<file path="config.mk">
export PLATFORM = sky130hd
export DESIGN_NAME = mdio_cmd_engine
export DESIGN_NICKNAME = d
export VERILOG_FILES = /design/src/rtl/mdio_pkg.sv /design/src/rtl/mdio_clk_div.sv /design/src/rtl/mdio_frame_shifter.sv /design/src/rtl/mdio_cmd_engine.sv
export SDC_FILE = /design/constraint.sdc
export NUM_CORES = 1
export LEC_CHECK = 0
export BUFFER_PORTS_ARGS = -buffer_cell sky130_fd_sc_hd__buf_2
export CORE_ASPECT_RATIO = 0.6
export CORE_MARGIN = 2
export CORE_UTILIZATION = 60
export CTS_CLUSTER_DIAMETER = 120
export DETAILED_ROUTE_END_ITERATION = 8
export PLACE_DENSITY = 0.82
export RECOVER_POWER = 100
export SYNTH_ARGS = -nofsm -noshare
export SYNTH_HDL_FRONTEND = slang
export SYNTH_SLANG_ARGS = --single-unit
</file>
<file path="constraint.sdc">
create_clock -name clk -period 4.5 [get_ports clk]
set_input_delay 0.45 -clock clk [delete_from_list [all_inputs] [get_ports clk]]
set_output_delay 0.45 -clock clk [all_outputs]
set_load 0.02 [all_outputs]
</file>
<file path="src/rtl/mdio_pkg.sv">
package mdio_pkg;
  // field widths of the management frame
  localparam int ADDR_W      = 5;
  localparam int DATA_W      = 16;
  localparam int PRE_BITS    = 32;
  localparam int FRAME_BITS  = PRE_BITS + 2 + 2 + 2 * ADDR_W + 2 + DATA_W;
  localparam int IDX_W       = $clog2(FRAME_BITS);
  // bit index at which a read frame hands the line to the PHY
  localparam int RELEASE_IDX = PRE_BITS + 4 + 2 * ADDR_W;
  // first bit index carrying read data
  localparam int DATA_IDX    = RELEASE_IDX + 2;

  // positions inside the command word
  localparam int REG_LSB  = 0;
  localparam int PHY_LSB  = 8;
  localparam int WR_BIT   = 13;
  localparam int DONE_BIT = 15;

  typedef struct packed {
    logic              wr;
    logic [ADDR_W-1:0] phy;
    logic [ADDR_W-1:0] regn;
  } mdio_cmd_t;

  function automatic logic [FRAME_BITS-1:0] build_frame(input mdio_cmd_t c,
                                                        input logic [DATA_W-1:0] wd);
    logic [1:0] op;
    logic [1:0] ta;
    logic [DATA_W-1:0] payload;
    op      = c.wr ? 2'b01 : 2'b10;
    ta      = c.wr ? 2'b10 : 2'b11;
    payload = c.wr ? wd : {DATA_W{1'b1}};
    return {{PRE_BITS{1'b1}}, 2'b01, op, c.phy, c.regn, ta, payload};
  endfunction
endpackage

</file>
<file path="src/rtl/mdio_clk_div.sv">
module mdio_clk_div #(
  parameter int MDC_DIV = 2
) (
  input  logic clk,
  input  logic rst,
  input  logic run,
  output logic mdc,
  output logic rise_stb,
  output logic fall_stb
);
  localparam int HALF = MDC_DIV / 2;
  localparam int CW   = (HALF > 1) ? $clog2(HALF) : 1;
  localparam logic [CW-1:0] CNT_END = CW'(HALF - 1);

  logic [CW-1:0] cnt_q;
  logic          wrap;

  assign wrap     = run && (cnt_q == CNT_END);
  assign rise_stb = wrap && !mdc;
  assign fall_stb = wrap && mdc;

  always_ff @(posedge clk) begin
    if (rst) begin
      cnt_q <= '0;
      mdc   <= 1'b0;
    end else if (!run) begin
      cnt_q <= '0;
      mdc   <= 1'b0;
    end else if (wrap) begin
      cnt_q <= '0;
      mdc   <= ~mdc;
    end else begin
      cnt_q <= cnt_q + 1'b1;
    end
  end


  mdc_rise_chk: assert property (@(posedge clk) disable iff (rst)
    rise_stb |=> mdc);

  mdc_fall_chk: assert property (@(posedge clk) disable iff (rst)
    fall_stb |=> !mdc);
endmodule

</file>
<file path="src/rtl/mdio_frame_shifter.sv">
module mdio_frame_shifter
  import mdio_pkg::*;
(
  input  logic              clk,
  input  logic              rst,
  input  logic              load,
  input  mdio_cmd_t         cmd,
  input  logic [DATA_W-1:0] wdata,
  input  logic              rise_stb,
  input  logic              fall_stb,
  input  logic              mdio_i,
  output logic              busy,
  output logic              mdio_o,
  output logic              mdio_oe,
  output logic              capture_stb,
  output logic [DATA_W-1:0] rx_data
);
  localparam logic [IDX_W-1:0] LAST_AT    = IDX_W'(FRAME_BITS - 1);
  localparam logic [IDX_W-1:0] RELEASE_AT = IDX_W'(RELEASE_IDX);
  localparam logic [IDX_W-1:0] DATA_AT    = IDX_W'(DATA_IDX);

  logic [FRAME_BITS-1:0] frame_q;
  logic [IDX_W-1:0]      idx_q;
  logic                  is_wr_q;
  logic                  last_bit;
  logic [IDX_W-1:0]      idx_nx;

  assign last_bit    = (idx_q == LAST_AT);
  assign idx_nx      = idx_q + 1'b1;
  assign capture_stb = busy && !is_wr_q && fall_stb && last_bit;

  always_ff @(posedge clk) begin
    if (rst) begin
      frame_q <= '1;
      idx_q   <= '0;
      is_wr_q <= 1'b0;
      busy    <= 1'b0;
      mdio_o  <= 1'b1;
      mdio_oe <= 1'b0;
      rx_data <= '0;
    end else if (!busy) begin
      if (load) begin
        frame_q <= build_frame(cmd, wdata);
        idx_q   <= '0;
        is_wr_q <= cmd.wr;
        busy    <= 1'b1;
        mdio_o  <= 1'b1;
        mdio_oe <= 1'b1;
      end
    end else begin
      if (rise_stb && !is_wr_q && (idx_q >= DATA_AT))
        rx_data <= {rx_data[DATA_W-2:0], mdio_i};
      if (fall_stb) begin
        if (last_bit) begin
          busy    <= 1'b0;
          mdio_o  <= 1'b1;
          mdio_oe <= 1'b0;
          idx_q   <= '0;
        end else begin
          idx_q   <= idx_nx;
          frame_q <= {frame_q[FRAME_BITS-2:0], 1'b1};
          mdio_o  <= frame_q[FRAME_BITS-2];
          mdio_oe <= is_wr_q || (idx_nx < RELEASE_AT);
        end
      end
    end
  end


  rd_release_chk: assert property (@(posedge clk) disable iff (rst)
    (busy && !is_wr_q && idx_q >= RELEASE_AT) |-> !mdio_oe);

  wr_drive_chk: assert property (@(posedge clk) disable iff (rst)
    (busy && is_wr_q) |-> mdio_oe);

  preamble_start_chk: assert property (@(posedge clk) disable iff (rst)
    $rose(busy) |-> (mdio_o && mdio_oe));
endmodule

</file>
<file path="src/rtl/mdio_cmd_engine.sv">
module mdio_cmd_engine
  import mdio_pkg::*;
#(
  parameter int MDC_DIV = 2
) (
  input  logic        clk,
  input  logic        rst,
  input  logic        wr_en,
  input  logic        wr_sel,
  input  logic [15:0] wr_data,
  output logic [15:0] ctrl_rdata,
  output logic [15:0] data_rdata,
  output logic        mdc,
  output logic        mdio_o,
  output logic        mdio_oe,
  input  logic        mdio_i
);
  mdio_cmd_t         cmd_q;
  mdio_cmd_t         cmd_new;
  logic [DATA_W-1:0] data_q;
  logic              busy;
  logic              rise_stb;
  logic              fall_stb;
  logic              capture_stb;
  logic [DATA_W-1:0] rx_data;
  logic              launch;
  logic              unused_bits;

  assign cmd_new.wr   = wr_data[WR_BIT];
  assign cmd_new.phy  = wr_data[PHY_LSB +: ADDR_W];
  assign cmd_new.regn = wr_data[REG_LSB +: ADDR_W];
  assign launch       = wr_en && !wr_sel && !busy;
  assign unused_bits  = ^{wr_data[15:14], wr_data[7:5]};

  always_ff @(posedge clk) begin
    if (rst) begin
      cmd_q  <= '0;
      data_q <= '0;
    end else begin
      if (launch)
        cmd_q <= cmd_new;
      if (wr_en && wr_sel && !busy)
        data_q <= wr_data;
      else if (capture_stb)
        data_q <= rx_data;
    end
  end

  assign ctrl_rdata = {!busy, 1'b0, cmd_q.wr, cmd_q.phy, 3'b000, cmd_q.regn};
  assign data_rdata = data_q;

  mdio_clk_div #(.MDC_DIV(MDC_DIV)) div_i (
    .clk      (clk),
    .rst      (rst),
    .run      (busy),
    .mdc      (mdc),
    .rise_stb (rise_stb),
    .fall_stb (fall_stb)
  );

  mdio_frame_shifter shf_i (
    .clk         (clk),
    .rst         (rst),
    .load        (launch),
    .cmd         (cmd_new),
    .wdata       (data_q),
    .rise_stb    (rise_stb),
    .fall_stb    (fall_stb),
    .mdio_i      (mdio_i),
    .busy        (busy),
    .mdio_o      (mdio_o),
    .mdio_oe     (mdio_oe),
    .capture_stb (capture_stb),
    .rx_data     (rx_data)
  );


  out_on_fall_chk: assert property (@(posedge clk) disable iff (rst)
    !$stable(mdio_o) |-> $fell(mdc));

  idle_mdc_chk: assert property (@(posedge clk) disable iff (rst)
    ctrl_rdata[DONE_BIT] |-> !mdc);

  done_drop_chk: assert property (@(posedge clk) disable iff (rst)
    (wr_en && !wr_sel && ctrl_rdata[DONE_BIT]) |=> !ctrl_rdata[DONE_BIT]);

  busy_ignore_chk: assert property (@(posedge clk) disable iff (rst)
    (!ctrl_rdata[DONE_BIT] && wr_en && !capture_stb) |=>
      ($stable(data_rdata) && $stable(ctrl_rdata[13:0])));
endmodule

</file>
# --- Word level (Yosys, flattened, before mapping) ---
# Cells that the tools add are included.
op_classes:
  n_addsub: 2
  magnitude_cmp: 2
  eq_ne: 3
  n_mux: 24
  bitwise: 3
  n_reduce_logical: 25
op_table:
  columns: ["op", "count"]
  rows:
  - ["$mux 63", 4]
  - ["$mux 16", 3]
  - ["$mux 6", 4]
  - ["$logic_and 1x1->1", 12]
  - ["$mux 1", 12]
  - ["$add 6x1->6 const B", 1]
  - ["$eq 6x6->1 const B", 1]
  - ["$ge 6x6->1 const B", 1]
  - ["$lt 6x6->1 const B", 1]
  - ["$reduce_and 2->1", 3]
  - ["$logic_not 1->1", 4]
  - ["$reduce_bool 2->1", 2]
  - ["$not 1->1", 3]
  - ["$reduce_and 3->1", 1]
  - ["$reduce_or 3->1", 1]
  - ["$mux 2", 1]
  - ["$ne 2x1->1 const B", 1]
  - ["$ne 2x2->1 const B", 1]
  - ["$reduce_or 2->1", 1]
  - ["$add 1x1->1 const B", 1]
  - ["$logic_or 1x1->1", 1]
totals:
  register_bits: 118
  in_bits: 21
  out_inout_bits: 35

# --- Depth between registers and ports, before layout ---
# Gate-level depths: netlist (run 1).
logic_depth:
  ltp_word: 7
  ltp_mapped: 8

# --- Cells and area by module ---
# Synthesis (run 1) repeated with hierarchy kept, for this count alone.
unflattened:
  cells_unflattened: 556
  area_unflattened_um2: 5370.2
modules_own_cells:
  columns: ["mod", "n_inst", "cells_per_inst", "area_each_um2", "seq_area_each_um2"]
  rows:
  - ["mdio_frame_shifter", 1, 421, 3870.0, 1781.7]
  - ["mdio_cmd_engine", 1, 128, 1417.6, 540.5]
  - ["mdio_clk_div", 1, 7, 82.6, 40.0]

# --- Worst setup path before layout (run 1) ---
# Ideal clock, no wire load.
synth_timing:
  path_kind: "reg2reg"
  from: "register shf_i.idx_q[0]"
  to: "register shf_i.frame_q[7]"
  setup_time_ps: 120
  arrival_ps: 1581
  required_ps: 4380
  path_slack_ps: 2799
  path_stages_with_launch: 8
  path_buffers: 2
  period_less_slack_ps: 1701
  cell_sequence: "dfxtp_1 ha_1 and4_4 a21o_1 buf_6 buf_6 a221oi_2 a211o_1"
synth_between:
  elab_chain_len: 3
synth_rtl:
  columns: ["item", "line_no", "source"]
  rows:
  - ["start: declaration", "mdio_frame_shifter.sv:23", "logic [IDX_W-1:0] idx_q;"]
  - ["start signal: assignment", "mdio_frame_shifter.sv:60", "idx_q <= idx_nx;"]
  - ["$eq 6x6->1", "mdio_frame_shifter.sv:28", "assign last_bit = (idx_q == LAST_AT);"]
  - ["$ne 2x2->1 (no source line)", null, null]
  - ["$reduce_and 3->1 (no source line)", null, null]
  - ["end signal: assignment", "mdio_frame_shifter.sv:43", "frame_q <= build_frame(cmd, wdata);"]
  - ["end signal: assignment", "mdio_frame_shifter.sv:61", "frame_q <= {frame_q[FRAME_BITS-2:0], 1'b1};"]
  - ["end: declaration", "mdio_frame_shifter.sv:22", "logic [FRAME_BITS-1:0] frame_q;"]
# No other way between the ends.
# A chain may end at the register's enable or synchronous reset.

# --- Final worst setup path (run 1) ---
layout_timing:
  from: "register shf_i.idx_q[0]"
  to: "register shf_i.frame_q[43]"
# Same word-level chain as after synthesis.

==> qor.csv, run 1 <==
stage,metric,value,unit
worst_setup_path,type of element capturing the critical path,flip-flop,
floorplanning,initial core utilization,63.0,%
final_layout,fillers,677,
place,HPWL Detailed,8160,um
cts,Worst-path clk slew,50,ps
power_and_ir_drop,Pint,0.00195,W
sta,highest clock rate,0.319,GHz
power_and_ir_drop,maximum vdd drop,0.294,mV
sta,Sum Neg Setup Slack,0,ps
cts,# Post-CTS Setup Buffers,0,
cts,CTS tree,done,
cts,H-tree depth,4,
final_layout,Finished Core Util,68.1,%
final_layout,Register Area,2340,um^2
cts,cts bufs inserted,17,
logic_synthesis,"Primary FF master, synth",dfxtp_1,
route,Avg WL per Cell,18.0,um
power_and_ir_drop,switching share of total power,25.2,%
power_and_ir_drop,Sequential Power Share,43.1,%
logic_synthesis,sequential area share after synthesis,43.0,%
floorplanning,die area,9890,um^2
hold_path,Min-Delay Path Class,primary input to flip-flop,
place,pre-CTS setup slack,1920,ps
logic_synthesis,Yosys reg bits,117,
grt,initial antenna violation count,0,
floorplanning,Rows,26,
sta,setup ws final,1360,ps
sta,unrepaired setup endpoints after global routing,false,
cts,Hold Buf Count CTS,0,
place,dpl cells,699,
logic_synthesis,dominant cell type by area after synthesis,dfxtp_1,
logic_synthesis,"top cells by area, synth","dfxtp_1 (43%), o21bai_1 (6.5%), nor3_1 (6.3%)",
floorplanning,Die H,77.8,um
logic_synthesis,count of warnings emitted by yosys,0,
final_layout,layout cell share with drive strength beyond 1,11.8,%
sta,Period minus WS final,3140,ps
route,Routed Antenna Nets,0,
worst_setup_path,Worst EP required,4830,ps
hold_path,WHS Path Cells,3,
power_and_ir_drop,clock power share,47.1,%
worst_setup_path,"slowest stage delay, CP",1030,ps
worst_setup_path,R2R depth,6,
final_layout,"Area growth, synth to finish",8.03,%
route,via count,4501,
worst_setup_path,critical path arrival,3470,ps
final_layout,"commonest cells after routing, fill and taps aside","dfxtp_1 (117), nor3_1 (89), nor2_1 (59), o21bai_1 (47), clkbuf_1 (32)",
cts,post-CTS sizing,0,
floorplanning,core area,8650,um^2
floorplanning,I/O pin cnt,56,
sta,Relative slew margins,-46.0,%
route,post-DR vias/cell,6.17,
grt,GRT Total Usage,26.7,%
cts,clk_lat worst skew,410,ps
cts,clk buf depth,2,
hold_path,HP Start,mdio_i,
worst_setup_path,FF-to-FF setup slack,1360,ps
worst_setup_path,"Max FO, Critical Path",33,
logic_synthesis,Synth Area per Inst,9.27,um^2
sta,final worst path period share,69.8,%
sta,Setup-failing EPs final,0,
route,DRC Markers,0,
floorplanning,die width,127,um
worst_setup_path,RR Endpoint,shf_i.frame_q[43],
power_and_ir_drop,combinational fraction of design power,9.8,%
sta,Fin Clk Skew,11.9,ps
final_layout,layout net count,628,
grt,vias in the first global route,4003,
final_layout,multi-input combinational cell area,2540,um^2
hold_path,Worst Hold End,shf_i.rx_data[0],
route,1st-pass router iterations,5,
power_and_ir_drop,Psw,0.000657,W
route,Routed Wire Length,13100,um
logic_synthesis,library cells used by synthesis,48,
status,failing checks,"max-capacitance violations, max-slew violations",
worst_setup_path,crit path max-delay cell type,a21o_1,
worst_setup_path,Worst Setup Start Kind,flip-flop,
logic_synthesis,Async SR Flop Fraction,0,%
grt,first-pass GRT wire length,20600,um
sta,Worst-Margin Slew,2190,ps
final_layout,"commonest non-fill, non-tap cell in the layout",dfxtp_1,
logic_synthesis,Post-Synthesis Cells,588,
power_and_ir_drop,Leakage,2.59,nW
status,status,finished with violations,
route,Iter 0 DRT Violations,537,
cts,CTS Sinks,117,
sta,Slew Limit Fails,118,
grt,largest net degree at the start of global routing,118,
final_layout,Finished Layout Cells,729,
power_and_ir_drop,PD cells,442,nW/um^2
logic_synthesis,Post-synth EDFFs,0,
run,Max-cap violations,1,
grt,grt ovf,0,
final_layout,Antenna Cells,0,
worst_setup_path,crit-path cells,"ha_1, and4_1, a21o_1, clkbuf_2, nor3_1, o21bai_1",
place,input/output buffers,51,
worst_setup_path,reg2reg start,shf_i.idx_q[0],
cts,Root Buffer,clkbuf_16,
logic_synthesis,share of the synthesized area in the top cell type,43.0,%
sta,Fin. Hold Viols,0,
worst_setup_path,kind of critical path,flip-flop to flip-flop,
logic_synthesis,cell area after synthesis,5450,um^2
place,Final GP Congestion,0.905,
## cell usage after synthesis (2+ instances only)
| master | instances |
|---|---|
| nor3b_1 | 15 |
| nand2b_1 | 4 |
| nand3b_1 | 3 |
| a211oi_1 | 2 |
| nor3_2 | 23 |
| o21ai_1 | 2 |
| mux2i_1 | 16 |
| a211o_1 | 17 |
| o21ai_0 | 6 |
| a221oi_1 | 6 |
| nor3_1 | 69 |
| clkbuf_1 | 24 |
| buf_6 | 7 |
| nor2b_1 | 2 |
| buf_4 | 14 |
| a311oi_1 | 2 |
| buf_2 | 17 |
| dfxtp_1 | 117 |
| o22a_1 | 16 |
| a221oi_2 | 19 |
| a21oi_1 | 23 |
| nor4_1 | 2 |
| and2_1 | 12 |
| inv_1 | 16 |
| o21bai_1 | 47 |
| nand2_1 | 28 |
| nor2_1 | 58 |
## layer usage
| metal | global-route usage [%] | routed length (um) | up-vias |
|---|---|---|---|
| met5 | 0 | 0 | - |
| met2 | 38.0 | 5630 | 168 |
| met1 | 38.8 | 6340 | 2171 |
| li1 | - | - | 2142 |
| met3 | 6.97 | 964 | 20 |
| met4 | 9.89 | 185 | 0 |
## sequential cells by signal, indices dropped and copies added (netlist names)
register,cells
ctrl_rdata,11
data_rdata,16
div_i.cnt_q,1
div_i.mdc,1
shf_i.busy,1
shf_i.frame_q,63
shf_i.idx_q,6
shf_i.mdio_o,1
shf_i.mdio_oe,1
shf_i.rx_data,16
## stage by stage
stage	power, W	hold slack, ps	area, um^2
global placement	0.00140	437	5560
CTS	0.00262	266	6100
global route	0.00269	324	5890
detailed placement	0.00140	450	5560
floorplan	0.00133	430	5470
finish	0.00260	274	5890
## power groups by stage
| stage | clock (W) | combinational, W | sequential (W) |
|---|---|---|---|
| floorplan | 0 | 0.000177 | 0.00115 |
| global placement | 0 | 0.000258 | 0.00114 |
| detailed placement | 0 | 0.000263 | 0.00114 |
| CTS | 0.00124 | 0.000265 | 0.00112 |
| global route | 0.00129 | 0.000273 | 0.00112 |
| finish | 0.00123 | 0.000255 | 0.00112 |
## final cells by class
cell class	instances	share of cell area [%]
clock buffers	21	7.82
clock inverters	9	1.38
inverters	16	1.02
multi-input cells	397	43.2
flip-flops and latches	117	39.8
well taps	112	2.38
repair buffers	57	4.42
## worst max path at each step
stage | start | to | slack (ps)
after floorplan | shf_i.idx_q[0] | shf_i.frame_q[7] | 2800
after detailed placement | shf_i.busy | shf_i.frame_q[5] | 1920
after global routing | shf_i.idx_q[0] | shf_i.frame_q[33] | 1200
final | shf_i.idx_q[0] | shf_i.frame_q[43] | 1360
after CTS | shf_i.busy | shf_i.idx_q[3] | 1920
after global placement | shf_i.busy | shf_i.frame_q[4] | 2000
## kinds of logic after synthesis
| family | after synthesis | synth area share (%) |
|---|---|---|
| AO/OA/AOI/OAI | 147 | 22.7 |
| other | 1 | 0.0688 |
| multiplexers | 16 | 2.94 |
| buffers and inverters | 78 | 7.69 |
| adder cells (fa/ha/maj) | 1 | 0.229 |
| AND/OR/NAND/NOR | 228 | 23.4 |
| flip-flops | 117 | 43.0 |
## worst max-delay path: cells and delay by family, from the launching register on
kind                       cells  cell delay, ps
DFF                            1             390
buffers and inverters          1             710
adders and majority gates      1             270
AOI/OAI and AO/OA              2            1210
and+or+nand+nor                2             480
Power figures use the tool's default switching activity.
==> run 2, diff against run 1 <==
ABC_AREA = 1   (was unset)
CORE_UTILIZATION = 58   (was 60)
PLACE_DENSITY = 0.8   (was 0.82)
clock period = 3 ns   (was 4.5 ns; I/O delays follow)
==> qor.csv, run 2 <==
stage,metric,value,unit
hold_path,Min-Delay Path Class,primary input to flip-flop,
final_layout,layout net count,752,
cts,clk_lat worst skew,410,ps
worst_setup_path,kind of critical path,flip-flop to flip-flop,
power_and_ir_drop,PD cells,718,nW/um^2
route,DR top layer,met4,
run,Max-cap violations,0,
sta,Period minus WS final,2460,ps
worst_setup_path,Worst EP required,3330,ps
logic_synthesis,count of warnings emitted by yosys,0,
route,post-DR vias/cell,5.42,
final_layout,"commonest non-fill, non-tap cell in the layout",nand2_1,
power_and_ir_drop,total power,0.00413,W
cts,post-CTS sizing,0,
route,Avg WL per Cell,14.6,um
floorplanning,core area,8430,um^2
logic_synthesis,Synth Area per Inst,7.16,um^2
logic_synthesis,Async SR Flop Fraction,0,%
logic_synthesis,dominant cell type by area after synthesis,dfxtp_1,
cts,Hold Buf Count CTS,0,
cts,H-tree depth,4,
sta,Slew Limit Fails,0,
logic_synthesis,Yosys reg bits,117,
cts,cts bufs inserted,17,
cts,Root Buffer,clkbuf_16,
logic_synthesis,sequential area share after synthesis,47.0,%
sta,Sum Neg Setup Slack,0,ps
final_layout,Reg with most FFs,shf_i.frame_q,
final_layout,"commonest cells after routing, fill and taps aside","nand2_1 (203), dfxtp_1 (117), nor2_1 (86), nand3_1 (78), o21ai_0 (62)",
logic_synthesis,cell area after synthesis,4980,um^2
grt,vias in the first global route,4171,
floorplanning,I/O pin cnt,56,
sta,Fin Clk Skew,10.5,ps
route,via count,4630,
final_layout,Finished Layout Cells,854,
logic_synthesis,dominant cell by count in the synthesized netlist,nand2_1,
final_layout,Register Area,2340,um^2
cts,# Post-CTS Setup Buffers,0,
floorplanning,die area,9370,um^2
final_layout,post-route cell area,5750,um^2
worst_setup_path,crit-path cells,"buf_4, inv_1, nand2_1, inv_1, nor2_8, nand2_1, nand3_1",
floorplanning,die width,124,um
worst_setup_path,type of element capturing the critical path,flip-flop,
worst_setup_path,Worst Setup Start Kind,flip-flop,
cts,CTS Sinks,117,
route,Routed Wire Length,12400,um
place,placed inst area,5190,um^2
worst_setup_path,"slowest stage delay, CP",730,ps
worst_setup_path,critical path arrival,2790,ps
place,dpl cells,823,
final_layout,layout cell share with drive strength beyond 1,9.16,%
sta,Fin. Hold Viols,0,
sta,Worst-Margin Slew,1000,ps
floorplanning,Die H,75.8,um
logic_synthesis,"Primary FF master, synth",dfxtp_1,
route,wire length on met3,883,um
final_layout,fillers,738,
logic_synthesis,Post-Synthesis Cells,696,
cts,clk buf depth,2,
route,1st-pass router iterations,5,
sta,unrepaired setup endpoints after global routing,false,
grt,initial antenna violation count,0,
power_and_ir_drop,Leakage,2.63,nW
cts,CTS tree,done,
final_layout,Finished Core Util,68.2,%
floorplanning,Rows,26,
route,Met2 Wirelength,5860,um
sta,highest clock rate,0.407,GHz
route,Iter 0 DRT Violations,414,
worst_setup_path,"Max FO, Critical Path",63,
sta,Relative slew margins,33.3,%
status,status,completed,
final_layout,"Area growth, synth to finish",15.4,%
final_layout,max FFs per register,63,
place,input/output buffers,51,
final_layout,multi-input combinational cell area,2230,um^2
route,Routed Antenna Nets,0,
route,Met1 Wirelength,5530,um
floorplanning,initial core utilization,59.1,%
logic_synthesis,share of the synthesized area in the top cell type,47.0,%
sta,Setup-failing EPs final,0,
place,HPWL Detailed,7620,um
route,DRC Markers,0,
logic_synthesis,library cells used by synthesis,29,
grt,grt ovf,0,
power_and_ir_drop,maximum vdd drop,0.430,mV
grt,GRT Total Usage,28.0,%
place,Final GP Congestion,0.863,
logic_synthesis,"top cells by area, synth","dfxtp_1 (47%), nand2_1 (15%), nand3_1 (7.7%)",
sta,final worst path period share,81.9,%
grt,first-pass GRT wire length,20000,um
worst_setup_path,crit path max-delay cell type,nor2_8,
cts,Worst-path clk slew,50,ps
logic_synthesis,most common library cells after synthesis,"nand2_1 (202), dfxtp_1 (117), nor2_1 (86)",
grt,largest net degree at the start of global routing,64,
logic_synthesis,Post-synth EDFFs,0,
final_layout,Antenna Cells,0,
run 2: cell types whose count changed in the layout (fill, tap and decap cells not counted), sizes merged, moves of 17 or more:
cell    before  now
nand3        2   80
nand2       28  206
a211o       17    0
nor2        59   90
o21ai        8   74
inv         16   37
nor3b       17    0
a221oi      25    0
o21bai      47    1
nor3        92    1
run 2: power breakdown:
part	total, W	switching [W]	internal, W
Sequential	0.00169	0.0000482	0.00164
Clock	0.00208	0.000694	0.00138
Combinational	0.000364	0.000250	0.000114
Total	0.00413	0.000993	0.00313
run 2: worst paths after layout:
path                           from  depth (start not counted)  slack [ps]                 to
hold / removal           wr_data[8]                          3         180      ctrl_rdata[8]
setup / recovery         shf_i.busy                          7         540  shf_i.frame_q[17]
setup reg to reg         shf_i.busy                          7         540  shf_i.frame_q[17]
hold reg to reg   shf_i.frame_q[10]                          2         450  shf_i.frame_q[10]
run 2: per-stage QoR:
stage | hold WS [ps] | setup WS (ps)
2_1_floorplan | 369 | 1540
3_3_place_gp | 435 | 930
4_1_cts | 174 | 786
3_5_place_dp | 442 | 847
5_1_grt | 172 | 342
6_report | 184 | 542
run 2: metal layers:
| layer | vias to the layer above | GRT usage (%) |
|---|---|---|
| met2 | 169 | 45.6 |
| met4 | 0 | 9.85 |
| li1 | 2288 | - |
| met3 | 19 | 8.83 |
| met5 | - | 0 |
| met1 | 2154 | 35.6 |
run 2: kinds of logic (layout without fill, tap and decap cells):
family,Yosys count,after routing,share of synthesized area (%)
AOI/OAI and AO/OA,111,111,11.4
xor gates and xnor gates,1,1,0.176
adders and majority gates,1,1,0.251
buffers and inverters,85,127,8.29
DFF,117,117,47.0
other,1,5,0.0753
and+or+nand+nor,380,380,32.8
run 2: worst max-delay path, delay by kind of cell (launching register included):
kind	cells	cell delay [ps]
AND/OR/NAND/NOR	4	1220
buffers and inverters	3	680
flip-flops	1	480
run 2: layout make-up:
cell class	count	share of cell area, %
flip-flops and latches	117	40.7
multi-input cells	498	38.8
clock buffers	22	8.42
repair buffers	59	4.96
well taps	112	2.44
inverters	37	2.42
clock inverters	9	2.18
